File: config.mk
export PLATFORM = sky130hd
export DESIGN_NAME = window_sw_ctrl
export DESIGN_NICKNAME = d
export VERILOG_FILES = /design/src/rtl/wsc_pkg.sv /design/src/rtl/wsc_ontime.sv /design/src/rtl/wsc_phase.sv /design/src/rtl/wsc_gate_map.sv /design/src/rtl/window_sw_ctrl.sv
export SDC_FILE = /design/constraint.sdc
export NUM_CORES = 1
export LEC_CHECK = 0
export ABC_AREA = 1
export ABC_CLOCK_PERIOD_IN_PS = 1700
export CORE_MARGIN = 1
export CORE_UTILIZATION = 27
export CTS_CLUSTER_SIZE = 14
export DETAILED_ROUTE_END_ITERATION = 12
export PLACE_DENSITY = 0.51
export REMOVE_ABC_BUFFERS = 1
export SLEW_MARGIN = 10
export SYNTH_ARGS = -nofsm -noshare
export SYNTH_HDL_FRONTEND = slang
export SYNTH_SLANG_ARGS = --single-unit
File: constraint.sdc
create_clock -name clk_i -period 1.7 [get_ports clk_i]
set_input_delay 0.425 -clock clk_i [delete_from_list [all_inputs] [get_ports clk_i]]
set_output_delay 0.425 -clock clk_i [all_outputs]
set_load 0.005 [all_outputs]
File: src/rtl/wsc_pkg.sv
package wsc_pkg;
  typedef enum logic [2:0] {
    PH_OFF,
    PH_WAIT,
    PH_IDLE,
    PH_CHG,
    PH_DT1,
    PH_DIS,
    PH_DT2
  } phase_e;
endpackage

File: src/rtl/wsc_ontime.sv
module wsc_ontime #(
  parameter int TON_W    = 6,
  parameter int TON_MIN  = 1,
  parameter int TON_RST  = 8,
  parameter int STEP_UP  = 8,
  parameter int PFM_HITS = 4
) (
  input  logic             clk_i,
  input  logic             rst_ni,
  input  logic             dec_i,
  input  logic             hi_i,
  input  logic             lo_i,
  input  logic             idle_lo_i,
  output logic [TON_W-1:0] ton_o,
  output logic             pfm_o
);
  localparam int TON_MAX = (1 << TON_W) - 1;
  localparam int HIT_W   = $clog2(PFM_HITS + 1);

  logic [TON_W-1:0] ton_q, ton_d, ton_up, ton_dn;
  logic [TON_W:0]   up_sum;
  logic [HIT_W-1:0] hits_q, hits_d;
  logic             pfm_q, pfm_d, raise;

  assign up_sum = {1'b0, ton_q} + (TON_W+1)'(STEP_UP);
  assign ton_up = (up_sum > (TON_W+1)'(TON_MAX)) ? TON_W'(TON_MAX) : up_sum[TON_W-1:0];
  assign ton_dn = (ton_q > TON_W'(TON_MIN)) ? ton_q - TON_W'(1) : TON_W'(TON_MIN);
  assign raise  = (dec_i && lo_i) || idle_lo_i;

  always_comb begin
    ton_d  = ton_q;
    pfm_d  = pfm_q;
    hits_d = hits_q;
    if (raise) begin
      ton_d  = ton_up;
      pfm_d  = 1'b0;
      hits_d = '0;
    end else if (dec_i && !pfm_q) begin
      if (hi_i) begin
        ton_d = ton_dn;
        if (ton_q == TON_W'(TON_MIN)) begin
          if (hits_q == HIT_W'(PFM_HITS - 1)) begin
            pfm_d  = 1'b1;
            hits_d = '0;
          end else begin
            hits_d = hits_q + HIT_W'(1);
          end
        end else begin
          hits_d = '0;
        end
      end else begin
        hits_d = '0;
      end
    end
  end

  always_ff @(posedge clk_i or negedge rst_ni) begin
    if (!rst_ni) begin
      ton_q  <= TON_W'(TON_RST);
      pfm_q  <= 1'b0;
      hits_q <= '0;
    end else begin
      ton_q  <= ton_d;
      pfm_q  <= pfm_d;
      hits_q <= hits_d;
    end
  end

  assign ton_o = ton_q;
  assign pfm_o = pfm_q;

  assert_ton_floor_R3: assert property (@(posedge clk_i) disable iff (!rst_ni)
    ton_q >= TON_W'(TON_MIN));
  assert_step_down_R3: assert property (@(posedge clk_i) disable iff (!rst_ni)
    (dec_i && hi_i && !lo_i && !pfm_q && ton_q > TON_W'(TON_MIN))
    |=> ton_q == $past(ton_q) - TON_W'(1));
  assert_step_up_R4: assert property (@(posedge clk_i) disable iff (!rst_ni)
    (dec_i && lo_i && {1'b0, ton_q} <= (TON_W+1)'(TON_MAX - STEP_UP))
    |=> ton_q == $past(ton_q) + TON_W'(STEP_UP));
  assert_hold_in_window_R2: assert property (@(posedge clk_i) disable iff (!rst_ni)
    (dec_i && !hi_i && !lo_i && !idle_lo_i) |=> $stable(ton_q));
  assert_pfm_entry_R5: assert property (@(posedge clk_i) disable iff (!rst_ni)
    $rose(pfm_q) |-> $past(dec_i && hi_i && ton_q == TON_W'(TON_MIN)));
  assert_pfm_exit_R7: assert property (@(posedge clk_i) disable iff (!rst_ni)
    (pfm_q && idle_lo_i) |=> !pfm_q);
endmodule

File: src/rtl/wsc_phase.sv
module wsc_phase
  import wsc_pkg::*;
#(
  parameter int TON_W   = 6,
  parameter int TOFF    = 32,
  parameter int SYNC_EN = 1
) (
  input  logic             clk_i,
  input  logic             rst_ni,
  input  logic             shdn_i,
  input  logic             sync_i,
  input  logic             hi_i,
  input  logic             lo_i,
  input  logic             zero_i,
  input  logic             pfm_i,
  input  logic [TON_W-1:0] ton_i,
  output logic             charge_o,
  output logic             dischg_o,
  output logic             dec_o,
  output logic             idle_lo_o,
  output logic             off_o
);
  localparam int OFF_W = $clog2(TOFF + 1);
  localparam int CNT_W = (TON_W > OFF_W) ? TON_W : OFF_W;

  phase_e           state_q, state_d;
  logic [CNT_W-1:0] cnt_q, cnt_d;
  logic             sync_go;

  generate
    if (SYNC_EN != 0) begin : g_sync
      logic sync_q;
      always_ff @(posedge clk_i or negedge rst_ni) begin
        if (!rst_ni) sync_q <= 1'b0;
        else         sync_q <= sync_i;
      end
      assign sync_go = sync_i && !sync_q;
    end else begin : g_free
      assign sync_go = 1'b1;
    end
  endgenerate

  always_comb begin
    state_d = state_q;
    cnt_d   = cnt_q + CNT_W'(1);
    if (shdn_i) begin
      state_d = PH_OFF;
    end else begin
      unique case (state_q)
        PH_OFF:  state_d = pfm_i ? PH_IDLE : PH_WAIT;
        PH_WAIT: begin
          if (pfm_i) state_d = PH_IDLE;
          else if (sync_go) begin
            state_d = PH_CHG;
            cnt_d   = CNT_W'(1);
          end
        end
        PH_IDLE: begin
          if (lo_i || !hi_i) begin
            state_d = PH_CHG;
            cnt_d   = CNT_W'(1);
          end
        end
        PH_CHG:  if (cnt_q == CNT_W'(ton_i)) state_d = PH_DT1;
        PH_DT1: begin
          state_d = PH_DIS;
          cnt_d   = CNT_W'(1);
        end
        PH_DIS:  if (zero_i || cnt_q == CNT_W'(TOFF)) state_d = PH_DT2;
        PH_DT2:  state_d = PH_WAIT;
        default: state_d = PH_OFF;
      endcase
    end
  end

  always_ff @(posedge clk_i or negedge rst_ni) begin
    if (!rst_ni) begin
      state_q <= PH_OFF;
      cnt_q   <= '0;
    end else begin
      state_q <= state_d;
      cnt_q   <= cnt_d;
    end
  end

  assign charge_o  = (state_q == PH_CHG);
  assign dischg_o  = (state_q == PH_DIS);
  assign off_o     = (state_q == PH_OFF);
  assign dec_o     = (state_q == PH_DT2) && !shdn_i;
  assign idle_lo_o = (state_q == PH_IDLE) && lo_i && !shdn_i;

  assert_dead_after_charge_R9: assert property (@(posedge clk_i) disable iff (!rst_ni)
    $fell(charge_o) |-> !dischg_o);
  assert_dead_before_dischg_R9: assert property (@(posedge clk_i) disable iff (!rst_ni)
    $rose(dischg_o) |-> $past(state_q == PH_DT1));
  assert_zero_ends_dischg_R8: assert property (@(posedge clk_i) disable iff (!rst_ni)
    (state_q == PH_DIS && zero_i && !shdn_i) |=> !dischg_o);
  assert_pfm_hold_R6: assert property (@(posedge clk_i) disable iff (!rst_ni)
    (pfm_i && state_q == PH_IDLE && hi_i && !lo_i && !shdn_i) |=> !charge_o);
  assert_sync_start_R12: assert property (@(posedge clk_i) disable iff (!rst_ni)
    (state_q == PH_WAIT && !pfm_i && sync_go && !shdn_i) |=> charge_o);
endmodule

File: src/rtl/wsc_gate_map.sv
module wsc_gate_map (
  input  logic clk_i,
  input  logic rst_ni,
  input  logic off_i,
  input  logic buck_i,
  input  logic charge_i,
  input  logic dischg_i,
  output logic hs_o,
  output logic ls_o
);
  logic buck_q;

  always_ff @(posedge clk_i or negedge rst_ni) begin
    if (!rst_ni)    buck_q <= 1'b0;
    else if (off_i) buck_q <= buck_i;
  end

  assign hs_o = buck_q ? charge_i : dischg_i;
  assign ls_o = buck_q ? dischg_i : charge_i;

  assert_mode_latched_R11: assert property (@(posedge clk_i) disable iff (!rst_ni)
    !off_i |=> $stable(buck_q));
  assert_gates_exclusive_R9: assert property (@(posedge clk_i) disable iff (!rst_ni)
    !(hs_o && ls_o));
endmodule

File: src/rtl/window_sw_ctrl.sv
module window_sw_ctrl #(
  parameter int TON_W    = 6,
  parameter int TON_MIN  = 1,
  parameter int TON_RST  = 8,
  parameter int STEP_UP  = 8,
  parameter int PFM_HITS = 4,
  parameter int TOFF     = 32,
  parameter int SYNC_EN  = 1
) (
  input  logic clk_i,
  input  logic rst_ni,
  input  logic buck_i,
  input  logic shdn_i,
  input  logic sync_i,
  input  logic above_hi_i,
  input  logic below_lo_i,
  input  logic zero_cur_i,
  output logic hs_gate_o,
  output logic ls_gate_o
);
  logic [TON_W-1:0] ton;
  logic pfm, dec, idle_lo, charge, dischg, off;

  wsc_ontime #(
    .TON_W(TON_W), .TON_MIN(TON_MIN), .TON_RST(TON_RST),
    .STEP_UP(STEP_UP), .PFM_HITS(PFM_HITS)
  ) u_ontime (
    .clk_i(clk_i), .rst_ni(rst_ni), .dec_i(dec), .hi_i(above_hi_i),
    .lo_i(below_lo_i), .idle_lo_i(idle_lo), .ton_o(ton), .pfm_o(pfm)
  );

  wsc_phase #(.TON_W(TON_W), .TOFF(TOFF), .SYNC_EN(SYNC_EN)) u_phase (
    .clk_i(clk_i), .rst_ni(rst_ni), .shdn_i(shdn_i), .sync_i(sync_i),
    .hi_i(above_hi_i), .lo_i(below_lo_i), .zero_i(zero_cur_i), .pfm_i(pfm),
    .ton_i(ton), .charge_o(charge), .dischg_o(dischg), .dec_o(dec),
    .idle_lo_o(idle_lo), .off_o(off)
  );

  wsc_gate_map u_map (
    .clk_i(clk_i), .rst_ni(rst_ni), .off_i(off), .buck_i(buck_i),
    .charge_i(charge), .dischg_i(dischg), .hs_o(hs_gate_o), .ls_o(ls_gate_o)
  );

  assert_shutdown_quiet_R10: assert property (@(posedge clk_i) disable iff (!rst_ni)
    shdn_i |=> (!hs_gate_o && !ls_gate_o));
endmodule

==> metrics.md <==
| Metric | Value |
|---|---|
| Max IR drop VDD | `723 µV` |
| Routed length on met1 | `1.75 mm` |
| Ant. Diodes | `0` |
| Proportion of synthesized flip-flops having asynchronous set or reset | `1.00` |
| Uppermost layer routed | `met4` |
| Drt first-iter violations | `55` |
| Post-DR vias/cell | `4.32` |
| Number of global-route vias before repair | `1440` |
| Library cell with the highest instance count after synthesis | `sky130_fd_sc_hd__nand2_1` |
| Count of buffers from port buffering | `9` |
| Arrival time of data at the critical path endpoint | `1.21 ns` |
| Final worst-path cycle share | `0.959` |
| I/O Pins | `10` |
| Placer congestion estimate | `0.834` |
| Initial core utilization | `0.285` |
| Yosys warning total | `0` |
| Number of failing setup endpoints in the final timing report | `0` |
| Horizontal die dimension | `79.0 µm` |
| Final-layout fill cell count | `642` |
| Destination of the critical timing path | `ls_gate_o` |
| TritonCTS clock tree | `yes` |
| Tmin final | `1.63 ns` |
| Final layout net count | `280` |
| Mapped Avg Cell Area | `7.11 µm²` |
| Multiplexer fraction of the synthesized cell area | `0` |
| Min-delay worst type | `reg2reg` |
| Total Routed Length | `3.47 mm` |
| Area of the mapped netlist | `0.00160 mm²` |
| Number of buffers created by CTS | `3` |
| EDFF count, synth | `0` |
| Maximum number of pins on one net before global-route repair | `22` |
| Adder-cell share of the synthesized area | `0.0782` |
| Root buffer cell | `sky130_fd_sc_hd__clkbuf_8` |
| Cell Pwr Density | `1320 mW/mm²` |
| Count of cell types in the netlist | `30` |
| Register-to-register setup slack | `0.13 ns` |
| Reg area | `529 µm²` |
| Slew at the pin closest to its max-slew limit | `0.295 ns` |
| Simple logic cell fraction of the synthesized area | `0.397` |
| Remaining antenna violation count after routing | `0` |
| Maximum fanout along the worst path | `3` |
| Clk buf depth | `2` |
| Setup Skew | `0.0142 ns` |
| Biggest area consumer among synthesized cells | `sky130_fd_sc_hd__dfrtp_1` |
| Capturing element type of the critical path | `primary output` |
| CTS hold repair buffers | `0` |
| Worst skew pair latency | `0.27 ns` |
| First-pass iteration count of the detailed router | `4` |
| Avg WL per Cell | `10.4 µm` |
| Share of the synthesized netlist area taken by xor and xnor gates | `0.0274` |
| Library cell contributing the largest single delay on the critical path | `sky130_fd_sc_hd__dfrtp_1` |
| Portion of the post-synthesis area used by sequential elements | `0.329` |
| Number of vias in the routed layout | `1438` |
| Pre-CTS setup slack | `-0.0816 ns` |
| Static leakage | `1.05 nW` |
| Critical Path Source | `u_phase.state_q[0]` |
| Largest family of logic cells by synthesized area | `simple AND/OR/NAND/NOR gates` |
| Compound-Gate Fraction of Synth Area | `0.0829` |
| Final WS setup | `0.0696 ns` |
| Overall track demand over capacity in global routing | `0.128` |
| Synthesis-to-layout area growth | `26.2%` |
| First-pass GRT wire length | `6.37 mm` |
| Total design power | `0.00266 W` |
| Area used by multi-input combinational logic | `962 µm²` |
| Number of levels in the clock H-tree | `1` |
| Leading post-synthesis cells by instance count | `60 x sky130_fd_sc_hd__nand2_1, 32 x sky130_fd_sc_hd__inv_1, 31 x sky130_fd_sc_hd__nor2_1, 20 x sky130_fd_sc_hd__dfrtp_1, 14 x sky130_fd_sc_hd__nand3_1` |
| Post-synthesis sequential element count | `21` |
| Cells after synthesis | `225` |
| Met2 wire length | `1.58 mm` |
| Share of cells above drive strength 1 | `0.257` |
| Required @ worst endpoint | `1.27 ns` |
| Routed met3 length | `116 µm` |
| Upper clock frequency limit | `613 MHz` |
| Terminus of the critical flop-to-flop path | `u_ontime.ton_o[3]` |
| Die outline area | `0.00624 mm²` |
| Commonest register cell after synthesis | `sky130_fd_sc_hd__dfrtp_1` |
| Maxcap violations | `0` |
| Detailed placement HPWL | `2.74 mm` |
| Number of standard-cell rows in the floorplan | `27` |
| Initial antenna violation count | `0` |
| Pins over their slew limit | `0` |
| Final hold violation count | `0` |
| Type of the worst setup path | `reg2out` |
| Clock sink count | `21` |
| Sort of element at the start of the critical path | `register` |
| Height of the chip | `79.0 µm` |
| Worst relative slew slack | `0.803` |
| R2r worst-path depth | `9` |
| Startpoint of the worst register-to-register path | `u_ontime.ton_o[3]` |
| Core ar. | `0.00561 mm²` |
| Top-area cell type share of the netlist area | `0.313` |
| RSZ-0062 raised after global routing | `yes` |
| GRT overflow | `0` |
| Total DRC errors in the routed layout | `0` |
| Biggest area contributors in the synthesized netlist | `sky130_fd_sc_hd__dfrtp_1 31%, sky130_fd_sc_hd__nand2_1 14%, sky130_fd_sc_hd__ha_1 7.8%` |
| Clock-pin slew of the registers on the worst-case setup and hold paths | `0.09 ns` |
| Worst-path cell chain | `inv_2 -> nor3_4 -> nor2_2 -> a21oi_2 -> buf_2` |
| Result of the run | `complete, no violations` |
| Worst stage delay on the critical path | `0.38 ns` |
[cell type report]
cell class,instances,share of cell area
multi-input combinational,168,0.476
sequential,21,0.262
timing repair buffer,33,0.129
inverter,35,0.0651
tap,72,0.0446
clock buffer,3,0.0204
clock inverter,1,0.00248
[placed cells by master, fill, tap and decap left out, drive strengths merged]
master and count:
nor3 2, nand4 3, a22o 1, nand2 67
nand3b 1, and3 1, clkbuf 3, dfrtp 20
xor2 5, or2 1, o211ai 1, a21oi 5
dfstp 1, nor3b 2, clkdlybuf4s50 7, a21boi 2
clkinv 1, nor2 39, buf 26, nand3 15
o21ai 13, inv 35, ha 10
[registers in the layout (all words and copies together) (netlist names)]
name / count
u_ontime.pfm_o: 1
u_phase.g_sync.sync_q: 1
u_phase.state_q: 3
u_ontime.hits_q: 3
u_phase.cnt_q: 6
u_ontime.ton_o: 6
u_map.buck_q: 1
[per-stage QoR]
step / hold slack, ns / area (µm²) / cells / utilization / TNS, ns
2_1_floorplan: 0.129 / 1600 / 224 / - / 0
4_1_cts: 0.502 / 1990 / 331 / 0.355 / 0
6_report: 0.494 / 2020 / 333 / 0.360 / 0
3_3_place_gp: 0.477 / 1930 / 325 / 0.343 / -0.327
5_1_grt: 0.520 / 2020 / 333 / 0.360 / -0.102
3_5_place_dp: 0.483 / 1930 / 325 / 0.343 / -0.533
[how the worst min path moves through the flow]
| stage | slack, ns | start | cells past startpoint | endpoint |
|---|---|---|---|---|
| global route | 0.52 | rst_ni | 2 | u_phase.state_q[0] |
| CTS | 0.50 | u_ontime.hits_q[1] | 2 | u_ontime.hits_q[1] |
| finish | 0.49 | u_ontime.hits_q[1] | 2 | u_ontime.hits_q[1] |
| global placement | 0.48 | u_ontime.hits_q[1] | 2 | u_ontime.hits_q[1] |
| detailed placement | 0.48 | u_ontime.hits_q[1] | 2 | u_ontime.hits_q[1] |
| floorplan | 0.13 | rst_ni | 0 | u_map.buck_q |
[where the power goes]
group | total, W | switching [W] | leakage, nW | internal (W)
registers | 0.000830 | 0.000170 | 0.263 | 0.000660
clock network | 0.000341 | 0.000177 | 0.0255 | 0.000164
logic | 0.00148 | 0.000852 | 0.764 | 0.000633
total | 0.00266 | 0.00120 | 1.05 | 0.00146
[repair_timing]
action	CTS	global route
setup endpoints to repair	2	9
buffers inserted	2	2
pin swaps	3	1
resized for setup	14	9
[per-layer routing]
layer | vias to the layer above | track usage
li1 | 775 | -
met1 | 640 | 0.174
met2 | 21 | 0.214
met3 | 2 | 0.0276
met4 | 0 | 0.0164
met5 | - | 0
[cells by family (layout without fill, tap and decap cells)]
group | after synthesis | after routing
AND/OR/NAND/NOR | 131 | 131
buffers and inverters | 36 | 72
AO/OA/AOI/OAI | 22 | 22
flip-flops | 21 | 21
adder cells (fa/ha/maj) | 10 | 10
XOR/XNOR | 5 | 5
[worst max-delay path: cells and delay by family (launching register included)]
kind                   cells  cell delay [ns]
AO/OA/AOI/OAI              1             0.09
buffers and inverters      2             0.18
flip-flops                 1             0.38
AND/OR/NAND/NOR            2             0.28
Note: power is estimated with default switching activity, not from simulation.
